## src/rtl/aq_pkg.sv

```systemverilog
package aq_pkg;
  typedef enum logic [1:0] {
    ACT_NONE   = 2'd0,
    ACT_LOW    = 2'd1,
    ACT_HIGH   = 2'd2,
    ACT_TOGGLE = 2'd3
  } act_e;

  typedef enum logic [1:0] {
    FRC_OFF  = 2'd0,
    FRC_LOW  = 2'd1,
    FRC_HIGH = 2'd2,
    FRC_RSVD = 2'd3
  } frc_e;

  localparam int unsigned ACT_W    = 10;
  localparam int unsigned ZERO_LSB = 0;
  localparam int unsigned CMPA_LSB = 4;
  localparam int unsigned CMPB_LSB = 8;
endpackage

```

## src/rtl/aq_regs.sv

```systemverilog
module aq_regs
  import aq_pkg::*;
#(
  parameter int unsigned NCH = 2,
  parameter int unsigned AW  = 2,
  parameter int unsigned DW  = 16
) (
  input  logic                 clk_i,
  input  logic                 rst_ni,
  input  logic                 wr_en_i,
  input  logic [AW-1:0]        wr_addr_i,
  input  logic [DW-1:0]        wr_data_i,
  output logic [NCH*ACT_W-1:0] act_o,
  output logic [2*NCH-1:0]     frc_o
);
  localparam logic [AW-1:0] FRC_ADDR = AW'(NCH);

  for (genvar c = 0; c < NCH; c++) begin : g_act
    localparam logic [AW-1:0] MY_ADDR = AW'(c);
    logic [ACT_W-1:0] act_q;
    always_ff @(posedge clk_i or negedge rst_ni) begin
      if (!rst_ni) act_q <= '0;
      else if (wr_en_i && wr_addr_i == MY_ADDR) act_q <= wr_data_i[ACT_W-1:0];
    end
    assign act_o[c*ACT_W +: ACT_W] = act_q;
  end

  logic [2*NCH-1:0] frc_q;
  always_ff @(posedge clk_i or negedge rst_ni) begin
    if (!rst_ni) frc_q <= '0;
    else if (wr_en_i && wr_addr_i == FRC_ADDR) frc_q <= wr_data_i[2*NCH-1:0];
  end
  assign frc_o = frc_q;
endmodule

```

## src/rtl/aq_chan.sv

```systemverilog
module aq_chan
  import aq_pkg::*;
(
  input  logic             clk_i,
  input  logic             rst_ni,
  input  logic [ACT_W-1:0] act_i,
  input  logic             evt_zero_i,
  input  logic             evt_cmpa_i,
  input  logic             evt_cmpb_i,
  input  logic [1:0]       frc_i,
  output logic             pin_o
);
  act_e a_zero, a_cmpa, a_cmpb, a_sel;
  logic st_q, st_d;

  assign a_zero = act_e'(act_i[ZERO_LSB +: 2]);
  assign a_cmpa = act_e'(act_i[CMPA_LSB +: 2]);
  assign a_cmpb = act_e'(act_i[CMPB_LSB +: 2]);

  // highest-priority strobed event with a real action wins
  always_comb begin
    a_sel = ACT_NONE;
    if (evt_zero_i && a_zero != ACT_NONE) a_sel = a_zero;
    if (evt_cmpa_i && a_cmpa != ACT_NONE) a_sel = a_cmpa;
    if (evt_cmpb_i && a_cmpb != ACT_NONE) a_sel = a_cmpb;
  end

  always_comb begin
    unique case (a_sel)
      ACT_LOW:    st_d = 1'b0;
      ACT_HIGH:   st_d = 1'b1;
      ACT_TOGGLE: st_d = ~st_q;
      default:    st_d = st_q;
    endcase
  end

  always_ff @(posedge clk_i or negedge rst_ni) begin
    if (!rst_ni) st_q <= 1'b0;
    else         st_q <= st_d;
  end

  always_comb begin
    unique case (frc_e'(frc_i))
      FRC_LOW:  pin_o = 1'b0;
      FRC_HIGH: pin_o = 1'b1;
      default:  pin_o = st_q;
    endcase
  end
endmodule

```

## src/rtl/aq_action_qual.sv

```systemverilog
module aq_action_qual
  import aq_pkg::*;
#(
  parameter int unsigned AW = 2,
  parameter int unsigned DW = 16
) (
  input  logic          clk_i,
  input  logic          rst_ni,
  input  logic          evt_zero_i,
  input  logic          evt_cmpa_i,
  input  logic          evt_cmpb_i,
  input  logic          wr_en_i,
  input  logic [AW-1:0] wr_addr_i,
  input  logic [DW-1:0] wr_data_i,
  output logic          pwm_a_o,
  output logic          pwm_b_o
);
  localparam int unsigned NCH = 2;

  logic [NCH*ACT_W-1:0] act_w;
  logic [2*NCH-1:0]     frc_w;
  logic [NCH-1:0]       pin_w;

  aq_regs #(.NCH(NCH), .AW(AW), .DW(DW)) u_regs (
    .clk_i     (clk_i),
    .rst_ni    (rst_ni),
    .wr_en_i   (wr_en_i),
    .wr_addr_i (wr_addr_i),
    .wr_data_i (wr_data_i),
    .act_o     (act_w),
    .frc_o     (frc_w)
  );

  for (genvar c = 0; c < NCH; c++) begin : g_ch
    aq_chan u_chan (
      .clk_i      (clk_i),
      .rst_ni     (rst_ni),
      .act_i      (act_w[c*ACT_W +: ACT_W]),
      .evt_zero_i (evt_zero_i),
      .evt_cmpa_i (evt_cmpa_i),
      .evt_cmpb_i (evt_cmpb_i),
      .frc_i      (frc_w[2*c +: 2]),
      .pin_o      (pin_w[c])
    );
  end

  assign pwm_a_o = pin_w[0];
  assign pwm_b_o = pin_w[1];
endmodule

```

## config.mk

```make
export PLATFORM = sky130hd
export DESIGN_NAME = aq_action_qual
export DESIGN_NICKNAME = d
export VERILOG_FILES = /design/src/rtl/aq_pkg.sv /design/src/rtl/aq_regs.sv /design/src/rtl/aq_chan.sv /design/src/rtl/aq_action_qual.sv
export SDC_FILE = /design/constraint.sdc
export NUM_CORES = 1
export LEC_CHECK = 0
export ABC_AREA = 1
export ABC_CLOCK_PERIOD_IN_PS = 1030
export BUFFER_PORTS_ARGS = -buffer_cell sky130_fd_sc_hd__buf_2
export CORE_UTILIZATION = 50
export DETAILED_ROUTE_END_ITERATION = 8
export GPL_ROUTABILITY_DRIVEN = 0
export PLACE_DENSITY = 0.86
export SLEW_MARGIN = 20
export SYNTH_ARGS = -nofsm -noshare
export SYNTH_HDL_FRONTEND = slang
export SYNTH_HIERARCHICAL = 1
export SYNTH_SLANG_ARGS = --single-unit
```

## constraint.sdc

```tcl
create_clock -name clk_i -period 1.03 [get_ports clk_i]
set_input_delay 0.103 -clock clk_i [delete_from_list [all_inputs] [get_ports clk_i]]
set_output_delay 0.103 -clock clk_i [all_outputs]
set_load 0.02 [all_outputs]
```

**Word-level counts from Yosys, hierarchy flattened**

Cells that the tools add are included.

- Register bits: 26
- Input port bits: 24
- Output and inout port bits: 2
- Logic and storage cells: 47

- Eq/ne operators: 12
- Mux-type cells: 10
- Bitwise logic cells: 2
- Reductions and logical operators: 18

Operators with widths:

| kind | count |
|---|---|
| equality test 2 bit (second input constant) | 7 |
| two-way mux 2 bit | 6 |
| nonzero test 2 bit | 6 |
| equality test 2 x 1 -> 1 bit (second input constant) | 5 |
| logical AND 1 bit | 9 |
| one-hot mux 1 bit (3 select lines) | 2 |
| nonzero test 3 bit | 2 |
| one-hot mux 1 bit (2 select lines) | 2 |
| logical NOT 2 bit | 1 |
| NOT 1 bit | 2 |

**Depth between registers and ports, before layout**

- Depth in word-level cells: 7
- Mapped depth: 5
- Gate-level depth less buffers: 5

**Modules after synthesis**

The synthesis kept the hierarchy.

Modules (own cells, without submodules):

| module | times used | cells each | area an instance (um^2) |
|---|---|---|---|
| aq_regs | 1 | 108 | 1007.2 |
| aq_chan | 2 | 18 | 105.1 |

**Worst setup path before layout**

No wires, ideal clock.

- Kind: reg-to-output
- From: register u_regs.frc_q[0] (netlist: u_regs/frc_o[0])
- To: output port pwm_a_o
- Arrival: 1.025 ns
- Data required time: 0.927 ns
- Slack: -0.098 ns
- Cell stages (with the launch flop): 4
- Path through: dfrtp_1 -> inv_1 -> ha_1 -> a21oi_1

- Longest elaborated chain between the ends: 2

RTL lines:

| element | RTL line | text |
|---|---|---|
| start: declaration | aq_regs.sv:28 | `logic [2*NCH-1:0] frc_q;` |
| start signal: assignment | aq_regs.sv:31 | `else if (wr_en_i && wr_addr_i == FRC_ADDR) frc_q <= wr_data_i[2*NCH-1:0];` |
| equality test 2 bit or equality test 2 x 1 -> 1 bit (tied branches) | aq_chan.sv:43 | `unique case (frc_e'(frc_i))` |
| one-hot mux 1 bit (2 select lines) (*) | aq_chan.sv:43 |  |
| end: declaration | aq_action_qual.sv:15 | `output logic pwm_a_o,` |

Mark *: on every way between the ends. The rest lies on a longest branch, timed or not.

**Worst setup path after layout**

Ends and elaborated chain as after synthesis.

==> flow_metrics.py <==
metrics = {
    "pwr": {
        "swShare": 0.324,
        "seq_power_share": 0.473,
        "power_mw": 1.98,
        "peakVddDrop_v": 0.00127,
        "power_density_nw_per_um2": 1780,
        "power.internal_mw": 1.33,
        "p_comb_frac": 0.312,
        "power.share.clock": 0.215,
        "p_leak_nw": 0.584,
        "p_sw_mw": 0.641,
    },
    "cts": {
        "clk_latency_ns": 0.29,
        "cts.htree.levels": 1,
        "cts.reportedPaths.clkPinSlew_ns": 0.10,
        "cts_tree": "done",
        "clockBufferDepth": 2,
        "cts_root_buf": "clkbuf_4",
        "cts.sink_count": 18,
        "cts_buffers": 3,
    },
    "worst_setup_path": {
        "path_buf_inv": 2,
        "path_cells": "inv_2 -> ha_4 -> nor2_2 -> a21oi_2 -> buf_4",
        "critPathMaxStageDelay_ns": 0.41,
        "cpMaxStageDelayCell": "dfrtp_1",
        "critPathArrivalTime_ns": 1.29,
        "critPathCaptureType": "output pin",
        "cp-start-kind": "flip-flop",
        "crit_fanout": 2,
        "required_ns": 0.93,
        "critPathTopFamily": "flip-flops",
        "criticalPathCategory": "flip-flop to output pin",
    },
    "run_status": {
        "violations": "setup timing",
        "status": "finished, violations left",
    },
    "timing": {
        "hold_viol": 0,
        "tightest_slew_ns": 0.392,
        "relSlewSlack": 0.739,
        "period_needed_ns": 1.39,
        "grt_setup_unrepaired": "true",
        "whs_ns": 0.0651,
        "final_max_slew_viol_count": 0,
        "setup_ws_ns": -0.359,
        "finalSetupViolations": 2,
        "tns_ns": -0.698,
        "fin_skew_ns": 0.000293,
        "fin_crit_sh": 1.35,
        "fmax_mhz": 720,
    },
    "place": {
        "port_buffers": 17,
        "hpwlAfterDp_mm": 1.29,
        "placed_cell_area_um2": 1000,
        "placed_cells": 151,
        "pre_cts_ws_ns": -0.0829,
    },
    "detailed_routing": {
        "vias": 808,
        "met2_length_um": 845,
        "ant_nets": 0,
        "met1_length_um": 851,
        "drtIter0Drc": 26,
        "top_layer_used": "met4",
        "route.met3.wl_um": 54,
        "first_pass_iters": 4,
        "via_per_inst": 5.08,
        "drt_wl_total_mm": 1.77,
        "wl_per_cell_um": 11.1,
        "drc": 0,
    },
    "grt": {
        "grt_max_degree": 19,
        "grt_pass1_wl_mm": 3.05,
        "grt_pass1_vias": 761,
        "antenna_found_initial": 0,
        "track_usage": 0.213,
        "overflow": 0,
    },
    "synth": {
        "synth_nets": 138,
        "syn_avg_cell_area_um2": 8.14,
        "netlist_instances": 112,
        "netlist_area_um2": 912,
        "ys_warn_count": 6,
    },
    "floorplanning": {
        "row_count": 15,
        "core-area_um2": 1730,
        "die_area_um2": 2000,
        "die_w_um": 44.7,
        "die_h_um": 44.7,
        "start_util": 0.528,
        "pin_count": 26,
    },
    "run": {
        "drv_cap": 0,
    },
    "final_layout": {
        "fill_cells": 160,
        "area_growth_pct": 21.5,
        "final_cell_area_um2": 1110,
        "drive_gt1_frac": 0.306,
        "utilization": 0.642,
        "nNetsFinal": 161,
        "num_antenna_cells": 0,
        "multi_input_area_um2": 423,
        "ff_latch_area_um2": 450,
        "finalNonFillerCells": 159,
    },
    "worst_hold_path": {
        "hold_path.class": "input pin to flip-flop",
    },
}
## worst register-to-register path, cell delays in order, from the launching register on
cell and delay (ns):
dfrtp_1 0.42, buf_4 0.14, buf_4 0.12, nand2_1 0.05, nand2_1 0.05
## layer usage
metal,up-vias,GRT usage
met1,370,0.288
met5,-,0
met2,20,0.347
li1,416,-
met4,0,0.0970
met3,2,0.0240
## path summary, 6_finish.rpt
kind,startpoint,to,slack [ns],cells past startpoint
worst max-delay path,u_regs/frc_o[0],pwm_a_o,-0.36,5
max in group asynchronous,rst_ni,g_ch[0].u_chan/st_q,0.49,2
worst min register to register,u_regs/g_act[1].act_q[9],u_regs/g_act[1].act_q[9],0.49,2
worst max register to register,u_regs/frc_o[3],u_regs/frc_o[3],0.16,4
min in group asynchronous,rst_ni,u_regs/g_act[1].act_q[0],0.27,2
worst min-delay path,wr_data_i[2],u_regs/frc_o[2],0.07,3
## power groups by stage
stage / clock network [mW] / logic (mW) / registers (mW)
final: 0.424 / 0.616 / 0.935
after global routing: 0.470 / 0.683 / 0.952
after CTS: 0.437 / 0.584 / 0.934
after detailed placement: 0 / 0.508 / 0.940
after global placement: 0 / 0.487 / 0.934
after floorplan: 0 / 0.369 / 0.917
## cell usage in the layout (no fill, tap or decap)
cell / n
a21oi_2: 2
buf_2: 15
buf_4: 8
clkbuf_4: 3
clkbuf_8: 1
dfrtp_1: 18
dlygate4sd3_1: 1
ha_4: 2
inv_1: 1
inv_2: 5
nand2_1: 46
nand2_2: 1
nand3_1: 17
nand3_2: 1
nand4_1: 10
nor2_2: 3
## flip-flops by register name (all words and copies together), names as in the netlist
register and cells:
u_regs/frc_o 4, u_regs/g_act.act_q 12, g_ch.u_chan/st_q 2
## area by class of cell
class / count / area share
Clock buffer: 4 / 0.0327
Inverter: 6 / 0.0203
Sequential cell: 18 / 0.406
Timing Repair Buffer: 24 / 0.131
Tap cell: 25 / 0.0282
Multi-Input combinational cell: 82 / 0.381
## repair_timing
action                                 in CTS  in global routing
setup endpoints to repair                   2                  2
gates resized for setup                     7                  1
buffers inserted                            0                  3
hold buffers                                1                  0
endpoints found under the hold margin      18                  0
Note: power is estimated with default switching activity, not from simulation.
